===== src/rtl/dma4_pkg.sv =====
package dma4_pkg;
  localparam int REG_W    = 32;
  localparam int ADDR_W   = 64;
  localparam int DATA_W   = 64;
  localparam int CNT_W    = 16;
  localparam int SLOTS_CH = 8;

  // slot index inside a channel block
  localparam logic [2:0] SL_CTRL = 3'd0;
  localparam logic [2:0] SL_CNT  = 3'd1;
  localparam logic [2:0] SL_SRCH = 3'd2;
  localparam logic [2:0] SL_SRCL = 3'd3;
  localparam logic [2:0] SL_DSTH = 3'd4;
  localparam logic [2:0] SL_DSTL = 3'd5;
  localparam logic [2:0] SL_SGH  = 3'd6;
  localparam logic [2:0] SL_SGL  = 3'd7;

  // control word fields
  localparam int CB_EN   = 31;
  localparam int CB_WLO  = 25;
  localparam int CB_DINC = 24;
  localparam int CB_SINC = 23;
  localparam int CB_DEC  = 2;
  localparam int ST_BUSY = 8;

  typedef enum logic [2:0] {MV_IDLE, MV_RD, MV_RWAIT, MV_WR, MV_FIN} mv_state_e;
endpackage


===== src/rtl/dma4_pick.sv =====
module dma4_pick #(
  parameter int NUM_CH = 4,
  localparam int CH_W = (NUM_CH > 1) ? $clog2(NUM_CH) : 1
) (
  input  logic              clk,
  input  logic              rst_n,
  input  logic [NUM_CH-1:0] req,
  output logic              any,
  output logic [CH_W-1:0]   idx
);
  always_comb begin
    any = 1'b0;
    idx = '0;
    for (int i = NUM_CH - 1; i >= 0; i--) begin
      if (req[i]) begin
        any = 1'b1;
        idx = CH_W'(i);
      end
    end
  end

  // chosen channel is requesting and no lower channel is waiting
  a_r10_granted_requests: assert property (@(posedge clk) disable iff (!rst_n)
    any |-> req[idx]);
  a_r10_none_lower: assert property (@(posedge clk) disable iff (!rst_n)
    any |-> ((req & ((NUM_CH'(1) << idx) - NUM_CH'(1))) == '0));
endmodule


===== src/rtl/dma4_regs.sv =====
module dma4_regs
  import dma4_pkg::*;
#(
  parameter int NUM_CH = 4,
  localparam int CH_W = (NUM_CH > 1) ? $clog2(NUM_CH) : 1,
  localparam int STAT_SLOT = NUM_CH * SLOTS_CH,
  localparam int AW = $clog2(STAT_SLOT + 1)
) (
  input  logic                           clk,
  input  logic                           rst_n,
  input  logic                           wr,
  input  logic [AW-1:0]                  addr,
  input  logic [REG_W-1:0]               wdata,
  output logic [REG_W-1:0]               rdata,
  input  logic                           busy,
  input  logic                           fin,
  input  logic [CH_W-1:0]                fin_ch,
  output logic [NUM_CH-1:0][REG_W-1:0]   ctrl_o,
  output logic [NUM_CH-1:0][CNT_W-1:0]   cnt_o,
  output logic [NUM_CH-1:0][ADDR_W-1:0]  src_o,
  output logic [NUM_CH-1:0][ADDR_W-1:0]  dst_o
);
  logic [REG_W-1:0]  ctrl_r [NUM_CH];
  logic [REG_W-1:0]  cnt_r  [NUM_CH];
  logic [ADDR_W-1:0] src_r  [NUM_CH];
  logic [ADDR_W-1:0] dst_r  [NUM_CH];
  logic [ADDR_W-1:0] sg_r   [NUM_CH];
  logic [NUM_CH-1:0] done_q;

  logic [AW-4:0] blk;
  logic          stat_hit;
  assign blk      = addr[AW-1:3];
  assign stat_hit = (addr == AW'(STAT_SLOT));

  for (genvar c = 0; c < NUM_CH; c++) begin : g_ch
    logic hit;
    assign hit = wr && (blk == (AW-3)'(c));

    always_ff @(posedge clk) begin
      if (!rst_n) begin
        ctrl_r[c] <= '0;
        cnt_r[c]  <= '0;
        src_r[c]  <= '0;
        dst_r[c]  <= '0;
        sg_r[c]   <= '0;
      end else begin
        if (hit) begin
          case (addr[2:0])
            SL_CTRL: ctrl_r[c] <= wdata;
            SL_CNT:  cnt_r[c]  <= wdata;
            SL_SRCH: src_r[c][63:32] <= wdata;
            SL_SRCL: src_r[c][31:0]  <= wdata;
            SL_DSTH: dst_r[c][63:32] <= wdata;
            SL_DSTL: dst_r[c][31:0]  <= wdata;
            SL_SGH:  sg_r[c][63:32]  <= wdata;
            default: sg_r[c][31:0]   <= wdata;
          endcase
        end
        // completion overrides a same-cycle control write
        if (fin && fin_ch == CH_W'(c)) ctrl_r[c][CB_EN] <= 1'b0;
      end
    end

    assign ctrl_o[c] = ctrl_r[c];
    assign cnt_o[c]  = cnt_r[c][CNT_W-1:0];
    assign src_o[c]  = src_r[c];
    assign dst_o[c]  = dst_r[c];

    // writing one half keeps the other
    a_r3_src_low_kept: assert property (@(posedge clk) disable iff (!rst_n)
      (hit && addr[2:0] == SL_SRCH) |=> (src_r[c][31:0] == $past(src_r[c][31:0])));
    a_r3_dst_high_kept: assert property (@(posedge clk) disable iff (!rst_n)
      (hit && addr[2:0] == SL_DSTL) |=> (dst_r[c][63:32] == $past(dst_r[c][63:32])));
  end

  logic [NUM_CH-1:0] clr_m, set_m;
  assign clr_m = (wr && stat_hit) ? wdata[NUM_CH-1:0] : '0;
  assign set_m = fin ? (NUM_CH'(1) << fin_ch) : '0;

  always_ff @(posedge clk) begin
    if (!rst_n) done_q <= '0;
    else        done_q <= (done_q & ~clr_m) | set_m;
  end

  always_comb begin
    rdata = '0;
    if (stat_hit) begin
      rdata[NUM_CH-1:0] = done_q;
      rdata[ST_BUSY]    = busy;
    end else if (int'(blk) < NUM_CH) begin
      case (addr[2:0])
        SL_CTRL: rdata = ctrl_r[addr[3 +: CH_W]];
        SL_CNT:  rdata = cnt_r[addr[3 +: CH_W]];
        SL_SRCH: rdata = src_r[addr[3 +: CH_W]][63:32];
        SL_SRCL: rdata = src_r[addr[3 +: CH_W]][31:0];
        SL_DSTH: rdata = dst_r[addr[3 +: CH_W]][63:32];
        SL_DSTL: rdata = dst_r[addr[3 +: CH_W]][31:0];
        SL_SGH:  rdata = sg_r[addr[3 +: CH_W]][63:32];
        default: rdata = sg_r[addr[3 +: CH_W]][31:0];
      endcase
    end
  end

  // completion drops enable and raises done for that channel
  a_r9_finish_effect: assert property (@(posedge clk) disable iff (!rst_n)
    fin |=> (!ctrl_r[$past(fin_ch)][CB_EN] && done_q[$past(fin_ch)]));
endmodule


===== src/rtl/dma4_mover.sv =====
module dma4_mover
  import dma4_pkg::*;
#(
  parameter int NUM_CH = 4,
  localparam int CH_W = (NUM_CH > 1) ? $clog2(NUM_CH) : 1
) (
  input  logic              clk,
  input  logic              rst_n,
  input  logic              start,
  input  logic [CH_W-1:0]   start_ch,
  input  logic [1:0]        cfg_code,
  input  logic              cfg_sinc,
  input  logic              cfg_dinc,
  input  logic              cfg_dec,
  input  logic [CNT_W-1:0]  cfg_cnt,
  input  logic [ADDR_W-1:0] cfg_src,
  input  logic [ADDR_W-1:0] cfg_dst,
  output logic              rd_req_valid,
  input  logic              rd_req_ready,
  output logic [ADDR_W-1:0] rd_addr,
  output logic [1:0]        rd_size,
  input  logic              rd_resp_valid,
  output logic              rd_resp_ready,
  input  logic [DATA_W-1:0] rd_resp_data,
  output logic              wr_valid,
  input  logic              wr_ready,
  output logic [ADDR_W-1:0] wr_addr,
  output logic [1:0]        wr_size,
  output logic [DATA_W-1:0] wr_data,
  output logic              busy,
  output logic              fin,
  output logic [CH_W-1:0]   fin_ch
);
  mv_state_e         st;
  logic [CH_W-1:0]   ch_q;
  logic [1:0]        code_q;
  logic              sinc_q, dinc_q, dec_q;
  logic [CNT_W-1:0]  left_q;
  logic [ADDR_W-1:0] src_q, dst_q;
  logic [DATA_W-1:0] data_q;
  logic [ADDR_W-1:0] step;
  logic [DATA_W-1:0] keep;

  assign step = ADDR_W'(1) << code_q;
  assign keep = ~({DATA_W{1'b1}} << (8 << code_q));

  always_ff @(posedge clk) begin
    if (!rst_n) begin
      st <= MV_IDLE;
      ch_q <= '0; code_q <= '0;
      sinc_q <= 1'b0; dinc_q <= 1'b0; dec_q <= 1'b0;
      left_q <= '0; src_q <= '0; dst_q <= '0; data_q <= '0;
    end else begin
      case (st)
        MV_IDLE: if (start) begin
          ch_q <= start_ch; code_q <= cfg_code;
          sinc_q <= cfg_sinc; dinc_q <= cfg_dinc; dec_q <= cfg_dec;
          left_q <= cfg_cnt; src_q <= cfg_src; dst_q <= cfg_dst;
          st <= (cfg_cnt == '0) ? MV_FIN : MV_RD;
        end
        MV_RD: if (rd_req_ready) st <= MV_RWAIT;
        MV_RWAIT: if (rd_resp_valid) begin
          data_q <= rd_resp_data & keep;
          st <= MV_WR;
        end
        MV_WR: if (wr_ready) begin
          if (sinc_q) src_q <= dec_q ? src_q - step : src_q + step;
          if (dinc_q) dst_q <= dec_q ? dst_q - step : dst_q + step;
          left_q <= left_q - CNT_W'(1);
          st <= (left_q == CNT_W'(1)) ? MV_FIN : MV_RD;
        end
        default: st <= MV_IDLE;
      endcase
    end
  end

  assign rd_req_valid  = (st == MV_RD);
  assign rd_addr       = src_q;
  assign rd_size       = code_q;
  assign rd_resp_ready = (st == MV_RWAIT);
  assign wr_valid      = (st == MV_WR);
  assign wr_addr       = dst_q;
  assign wr_size       = code_q;
  assign wr_data       = data_q;
  assign busy          = (st != MV_IDLE);
  assign fin           = (st == MV_FIN);
  assign fin_ch        = ch_q;

  // stalled requests hold steady
  a_r11_rd_hold: assert property (@(posedge clk) disable iff (!rst_n)
    (rd_req_valid && !rd_req_ready) |=> (rd_req_valid && $stable(rd_addr) && $stable(rd_size)));
  a_r11_wr_hold: assert property (@(posedge clk) disable iff (!rst_n)
    (wr_valid && !wr_ready) |=> (wr_valid && $stable(wr_addr) && $stable(wr_data)));
  // a non-stepping source is unchanged across an element
  a_r6_src_fixed: assert property (@(posedge clk) disable iff (!rst_n)
    (wr_valid && wr_ready && !sinc_q) |=> $stable(rd_addr));
  // zero count goes straight to completion
  a_r8_zero_count: assert property (@(posedge clk) disable iff (!rst_n)
    (!busy && start && cfg_cnt == '0) |=> (fin && !rd_req_valid));
  // bytes above the element are zero on the write bus
  a_r5_upper_zero: assert property (@(posedge clk) disable iff (!rst_n)
    wr_valid |-> ((wr_data & ~keep) == '0));
endmodule


===== src/rtl/dma4_engine.sv =====
module dma4_engine
  import dma4_pkg::*;
#(
  parameter int NUM_CH = 4,
  localparam int CH_W = (NUM_CH > 1) ? $clog2(NUM_CH) : 1,
  localparam int AW = $clog2(NUM_CH * SLOTS_CH + 1)
) (
  input  logic              clk,
  input  logic              rst_n,
  input  logic              reg_wr,
  input  logic [AW-1:0]     reg_addr,
  input  logic [REG_W-1:0]  reg_wdata,
  output logic [REG_W-1:0]  reg_rdata,
  output logic              rd_req_valid,
  input  logic              rd_req_ready,
  output logic [ADDR_W-1:0] rd_addr,
  output logic [1:0]        rd_size,
  input  logic              rd_resp_valid,
  output logic              rd_resp_ready,
  input  logic [DATA_W-1:0] rd_resp_data,
  output logic              wr_valid,
  input  logic              wr_ready,
  output logic [ADDR_W-1:0] wr_addr,
  output logic [1:0]        wr_size,
  output logic [DATA_W-1:0] wr_data
);
  logic [NUM_CH-1:0][REG_W-1:0]  ctrl_a;
  logic [NUM_CH-1:0][CNT_W-1:0]  cnt_a;
  logic [NUM_CH-1:0][ADDR_W-1:0] src_a, dst_a;
  logic [NUM_CH-1:0]             req;
  logic                          pick_any, busy, fin;
  logic [CH_W-1:0]               pick_idx, fin_ch;
  logic [REG_W-1:0]              sel_ctrl;

  for (genvar c = 0; c < NUM_CH; c++) begin : g_req
    assign req[c] = ctrl_a[c][CB_EN];
  end
  assign sel_ctrl = ctrl_a[pick_idx];

  dma4_regs #(.NUM_CH(NUM_CH)) u_regs (
    .clk, .rst_n, .wr(reg_wr), .addr(reg_addr), .wdata(reg_wdata), .rdata(reg_rdata),
    .busy, .fin, .fin_ch, .ctrl_o(ctrl_a), .cnt_o(cnt_a), .src_o(src_a), .dst_o(dst_a)
  );

  dma4_pick #(.NUM_CH(NUM_CH)) u_pick (
    .clk, .rst_n, .req, .any(pick_any), .idx(pick_idx)
  );

  dma4_mover #(.NUM_CH(NUM_CH)) u_mover (
    .clk, .rst_n, .start(pick_any), .start_ch(pick_idx),
    .cfg_code(sel_ctrl[CB_WLO +: 2]), .cfg_sinc(sel_ctrl[CB_SINC]),
    .cfg_dinc(sel_ctrl[CB_DINC]), .cfg_dec(sel_ctrl[CB_DEC]),
    .cfg_cnt(cnt_a[pick_idx]), .cfg_src(src_a[pick_idx]), .cfg_dst(dst_a[pick_idx]),
    .rd_req_valid, .rd_req_ready, .rd_addr, .rd_size,
    .rd_resp_valid, .rd_resp_ready, .rd_resp_data,
    .wr_valid, .wr_ready, .wr_addr, .wr_size, .wr_data,
    .busy, .fin, .fin_ch
  );
endmodule


===== config.mk =====
export PLATFORM = sky130hd
export DESIGN_NAME = dma4_engine
export DESIGN_NICKNAME = d
export VERILOG_FILES = /design/src/rtl/dma4_pkg.sv /design/src/rtl/dma4_pick.sv /design/src/rtl/dma4_regs.sv /design/src/rtl/dma4_mover.sv /design/src/rtl/dma4_engine.sv
export SDC_FILE = /design/constraint.sdc
export NUM_CORES = 2
export LEC_CHECK = 0
export BUFFER_PORTS_ARGS = -buffer_cell sky130_fd_sc_hd__buf_2
export CAP_MARGIN = 15
export CORE_MARGIN = 5
export CORE_UTILIZATION = 65
export DETAILED_ROUTE_END_ITERATION = 16
export GPL_ROUTABILITY_DRIVEN = 1
export PLACE_DENSITY_LB_ADDON = 0.25
export SLEW_MARGIN = 20
export SYNTH_ARGS = -nofsm -noshare
export SYNTH_HDL_FRONTEND = slang
export SYNTH_SLANG_ARGS = --single-unit

===== constraint.sdc =====
create_clock -name clk -period 9.15 [get_ports clk]
set_clock_uncertainty 0.15 [all_clocks]
set_input_delay 1.83 -clock clk [delete_from_list [all_inputs] [get_ports clk]]
set_output_delay 1.83 -clock clk [all_outputs]
set_load 0.01 [all_outputs]

Word level (Yosys, flattened, before mapping)
Memory sizes are Yosys's and may differ from the RTL's.
Cells that the tools add are included.
{"block": "op_classes", "magnitude_cmp": 2, "shifts": 4, "muxes": 197, "n_bitwise": 41, "addsub": 5, "eq_ne": 24, "n_reduce_logical": 23}
{"operator": "two-way mux 32 bit", "n": 33}
{"operator": "two-way mux 64 bit", "n": 10}
{"operator": "binary-select mux 64 bit (select 2 bit)", "n": 2}
{"operator": "one-hot mux 64 bit (2 select lines)", "n": 2}
{"operator": "one-hot mux 32 bit (7 select lines)", "n": 1}
{"operator": "adder 64 bit", "n": 2}
{"operator": "subtractor 64 bit", "n": 2}
{"operator": "two-way mux 1 bit", "n": 126}
{"operator": "bitwise AND 64 bit", "n": 1}
{"operator": "binary-select mux 32 bit (select 2 bit)", "n": 1}
{"operator": "NOT 64 bit", "n": 1}
{"operator": "<< shifter 1 x 2 -> 64 bit (first input constant)", "n": 1}
{"operator": "<< shifter 64 x 32 -> 64 bit (first input constant)", "n": 1}
{"operator": "two-way mux 16 bit", "n": 3}
{"operator": "bitwise OR 1 bit", "n": 36}
{"operator": "binary-select mux 16 bit (select 2 bit)", "n": 1}
{"operator": "one-hot mux 16 bit (2 select lines)", "n": 1}
{"operator": "<< shifter 4 x 2 -> 32 bit (first input constant)", "n": 1}
{"operator": "two-way mux 27 bit", "n": 1}
{"operator": "two-way mux 23 bit", "n": 1}
{"operator": "== test 3 x 2 -> 1 bit (second input constant)", "n": 6}
{"operator": "two-way mux 3 bit", "n": 6}
{"operator": "== test 16 x 1 -> 1 bit (second input constant)", "n": 1}
{"operator": "logical NOT 16 bit", "n": 1}
{"operator": "other kinds (26)", "n": 55}
{"block": "totals", "regBits": 222, "output_inout_bits": 231, "mem_count": 5, "wordCells": 312, "in_bits": 108, "mem_bits_rw": 1024}
{"name": "u_regs.dst_r", "depth": 4, "width": 64, "read_ports": 5, "rd_ports_with_merged_regs": 0, "write_ports": 4, "line": "dma4_regs.sv:26", "rtl": "logic [ADDR_W-1:0] dst_r [NUM_CH];"}
{"name": "u_regs.sg_r", "depth": 4, "width": 64, "read_ports": 1, "rd_ports_with_merged_regs": 0, "write_ports": 4, "line": "dma4_regs.sv:27", "rtl": "logic [ADDR_W-1:0] sg_r [NUM_CH];"}
{"name": "u_regs.src_r", "depth": 4, "width": 64, "read_ports": 5, "rd_ports_with_merged_regs": 0, "write_ports": 4, "line": "dma4_regs.sv:25", "rtl": "logic [ADDR_W-1:0] src_r [NUM_CH];"}
{"name": "u_regs.cnt_r", "depth": 4, "width": 32, "read_ports": 5, "rd_ports_with_merged_regs": 0, "write_ports": 4, "line": "dma4_regs.sv:24", "rtl": "logic [REG_W-1:0] cnt_r [NUM_CH];"}
{"name": "u_regs.ctrl_r", "depth": 4, "width": 32, "read_ports": 5, "rd_ports_with_merged_regs": 0, "write_ports": 4, "line": "dma4_regs.sv:23", "rtl": "logic [REG_W-1:0] ctrl_r [NUM_CH];"}

Longest topological paths before layout
An unclocked memory read counts as a cell.
{"block": "logic_depth", "ltp_word": 11, "depth_mapped": 18}

Cells and area by module
From an unflattened synthesis, not the netlist that was laid out.
{"block": "hier_totals", "hier_cells": 5795, "area_unflattened_um2": 68568.3}
{"module": "dma4_regs", "n_inst": 1, "area_per_inst_um2": 47684.5, "cells_each": 3198, "seq_area_each_um2": 30829.6}
{"module": "dma4_mover", "n_inst": 1, "area_per_inst_um2": 17240.3, "cells_each": 2407, "seq_area_each_um2": 4364.2}
{"module": "dma4_engine", "n_inst": 1, "area_per_inst_um2": 3608.5, "cells_each": 183, "seq_area_each_um2": 0.0}
{"module": "dma4_pick", "n_inst": 1, "area_per_inst_um2": 35.0, "cells_each": 7, "seq_area_each_um2": 0.0}

Worst setup path before layout
Ideal clock, no wire load.
{"block": "synth_timing", "path_kind": "input to register", "start": "input reg_addr[3]", "end": "memory u_regs.ctrl_r[3][31] (enable)", "path_buffers": 5, "path_slack_ns": 2.702, "t_arrival_ns": 5.996, "setup_ns": 0.302, "cell_stages": 8, "cell_sequence": "buf_2 buf_2 buf_2 buf_2 buf_2 nand3_1 o21ai_0 nand2b_1"}
{"item": "from (decl)", "line": "dma4_engine.sv:11", "rtl": "input logic [AW-1:0] reg_addr,"}
{"item": "to (decl)", "line": "dma4_regs.sv:23"}

Final worst setup path
{"block": "layout_timing", "start": "input reg_addr[0]", "end": "output reg_rdata[16]"}
{"block": "layout_between", "elab_chain_cells": 4, "word_cells_on_any_way": 11, "classes_between": "eq/ne (7); mux (3); reduce/logical (1)"}
{"item": "== test 3 bit, or another cell as far along", "line": "dma4_regs.sv:91", "rtl": "case (addr[2:0])"}
{"item": "one-hot mux 32 bit (7 select lines)", "line": "dma4_regs.sv:91"}
{"item": "two-way mux 32 bit", "line": "dma4_regs.sv:90", "rtl": "end else if (int'(blk) < NUM_CH) begin"}
{"item": "two-way mux 23 bit *", "line": "dma4_regs.sv:87", "rtl": "if (stat_hit) begin"}
{"item": "to (decl)", "line": "dma4_engine.sv:13", "rtl": "output logic [REG_W-1:0] reg_rdata,"}
Every way passes the cells marked *; elsewhere a longest branch is shown, timed or not.

==> flow_summary.ini <==
[yosys]
synthArstFlopShare_pct = 0
synth_seq_cells = 1246
synth_fp_nets = 5694
synth_top_area_share_pct = 46.2
synth_area_leader_cell = edfxtp_1
yosysWarnings = 0
synth.distinct_cells = 89
synth_edf_count = 1024
synth_area_um2 = 66500
synth_area_leaders = edfxtp_1 (46%), mux4_2 (14%), and2_1 (9.7%), dfxtp_1 (6.7%), a21oi_1 (2.6%)
synth_flop_cell = edfxtp_1
seq_area_frac_synth_pct = 52.9
yosysMostFrequentCell = and2_1
synth_commonest_cells = and2_1 (1035), edfxtp_1 (1024), mux4_2 (406), clkbuf_1 (402), nand2_1 (394)
syn_avg_cell_area_um2 = 12.2
syn_inst = 5459

[placement]
port_buffers = 338
dpl.cell_count = 6767
place_ws_ps = 2090
routabilityCongestion = 0.964
place_hpwl_um = 146000

[clock_network]
clk_pin_slew_ps = 60
clock_sinks = 1246
numCtsBuffers = 133
clockBufferDepth = 3
htreeDepth = 4
clock_latency_ps = 780
cts_tree = yes
cts.root.buffer_cell = clkbuf_16
cts_hold_buf = 0
cts_resized = 0
post_cts_buffers = 0

[sta]
setup_viol = 0
final_hold_viol_count = 0
fin_crit_sh_pct = 78.9
rsz0062_at_grt = false
period_minus_slack_ps = 7220
maxSlewHeadroom_pct = 21.6
fin_setup_tns_ps = 0
fmax_mhz = 139
slew_violations = 0
fin_hold_ws_ps = 297
final.setup.worst_slack_ps = 1930
worst_pin_slew_ps = 1170

[worst_hold_path]
min_path_type = reg -> reg

[worst_setup_path]
path_delay_family = simple AND/OR/NAND/NOR gates
cp.required_ps = 7170
endpoint_kind = output pin
worst-path-max-fanout = 40
crit_top_cell = buf_2
crit_arrival_ps = 5240
slowest_stage = and2_1
start_kind = input pin
crit_buf_inv = 2
cp_cell_sequence = buf_2, nor2_1, and2_1, a22oi_1, o211ai_1, a21oi_1, nor3_1, buf_2
slowest_delay_ps = 890
critPathKind = in -> out

[floorplanning]
coreArea_um2 = 102000
die_w_um = 330
start_util_pct = 65.4
rows = 117
ios = 339
die_y_um = 330
dieArea_um2 = 109000

[power_and_ir_drop]
p_sw_mw = 4.95
internal_power_mw = 11.0
leakagePower_nw = 26.9
p_sw_share_pct = 30.9
pwr-share-clk_pct = 34.7
p_seq_share_pct = 42.5
combPwrFrac_pct = 22.8
p_per_area_nw_per_um2 = 216
ir_worst_vdd_uv = 166

[global_routing]
grt_max_degree = 109
first_global_vias = 47800
grt_pass1_wl_um = 326000
antenna_found_initial = 24
track_usage_pct = 41.2
grt-ovfl-total = 0

[status]
status = completed

[drt]
firstDrtPassIters = 6
finalWirelength_um = 226000
drc = 0
vias = 49600
drt_iter0_drc = 8049
final_antenna_net_count = 0
wl_per_cell_um = 32.2
viasPerCell = 7.07

[finish]
areaGrowthSynthToFinish_pct = 11.1
fill_cells = 6692
drive_gt1_share_pct = 20.7
fin_cells = 7017
nets = 5769
fin_util_pct = 72.6

[job]
drv_cap = 0
[state kept, by name, indices dropped and copies added, names as in the netlist, 2 cells and up]
| name | cells |
|---|---|
| u_mover.st | 3 |
| u_mover.rd_size | 2 |
| u_regs.src_r | 256 |
| u_mover.rd_addr | 64 |
| u_mover.fin_ch | 2 |
| u_mover.wr_data | 64 |
| u_regs.dst_r | 256 |
| u_mover.wr_addr | 64 |
| u_regs.done_q | 4 |
| u_regs.ctrl_r | 128 |
| u_mover.left_q | 16 |
| u_regs.cnt_r | 128 |
| u_regs.sg_r | 256 |
[power by group through the flow]
stage	registers (mW)	logic [mW]	clock network (mW)
finish	6.80	3.65	5.54
global route	6.82	3.87	5.79
CTS	6.78	3.55	5.54
detailed placement	6.89	3.52	0
global placement	6.87	3.50	0
floorplan	6.86	2.33	0
[cell families after synthesis]
family / share of synthesized area [%]
compound gates: 9.78
xor+xnor: 1.54
fa+ha+maj: 2.45
buf+inv: 3.05
flops: 52.9
mux: 14.2
simple gates: 16.1
[layer usage]
| layer | vias to the layer above | global-route usage (%) | routed length, µm |
|---|---|---|---|
| met2 | 4015 | 61.4 | 100000 |
| met4 | 24 | 20.3 | 13700 |
| met3 | 757 | 15.0 | 34800 |
| li1 | 20500 | - | - |
| met5 | - | 0.133 | 163 |
| met1 | 24400 | 54.1 | 76600 |
[final timing paths]
check	from	to	slack, ps	depth (start not counted)
hold reg to reg	u_mover.wr_data[50]$_SDFFE_PN0P_	u_mover.wr_data[50]$_SDFFE_PN0P_	300	2
hold / removal	u_mover.wr_data[50]$_SDFFE_PN0P_	u_mover.wr_data[50]$_SDFFE_PN0P_	300	2
setup / recovery	reg_addr[0]	reg_rdata[16]	1930	8
setup reg to reg	u_mover.rd_size[0]$_SDFFE_PN0P_	u_mover.wr_addr[58]$_SDFFE_PN0P_	3140	16
[final cells by class]
class | instances | area, µm² | share of cell area [%]
flip-flops and latches | 1246 | 35200 | 47.6
multi-input cells | 3690 | 30000 | 40.6
clock buffers | 179 | 3720 | 5.03
repair buffers | 424 | 2410 | 3.27
well taps | 1368 | 1710 | 2.32
clock inverters | 62 | 683 | 0.925
inverters | 39 | 154 | 0.208
diodes | 9 | 22.5 | 0.0305
[worst reg2reg max path: cells and delay by family (launching register included)]
| kind | cells | cell delay [ps] |
|---|---|---|
| XOR/XNOR | 1 | 170 |
| AND/OR/NAND/NOR | 3 | 790 |
| buffers and inverters | 1 | 620 |
| adder cells (fa/ha/maj) | 2 | 620 |
| flip-flops | 1 | 570 |
| AO/OA/AOI/OAI | 9 | 2950 |
[placed cells by master, fill, tap and decap left out, types with 47 or more instances in the layout]
cell,count
a21o_1,70
a21oi_1,343
a22oi_1,79
and2_1,1034
buf_2,335
buf_4,82
clkbuf_16,140
dfxtp_1,221
edfxtp_1,1024
ha_1,125
mux4_2,406
nand2_1,393
nand3_1,90
nor2_1,241
nor3_1,51
o21ai_0,163
xnor2_1,70
xor2_1,47
[per-stage QoR]
| step | area (µm²) | power [mW] |
|---|---|---|
| global placement | 69400 | 10.4 |
| detailed placement | 69400 | 10.4 |
| CTS | 73800 | 15.9 |
| finish | 73900 | 16.0 |
| floorplan | 66500 | 9.19 |
| global route | 73900 | 16.5 |
Note: power is estimated with default switching activity, not from simulation.
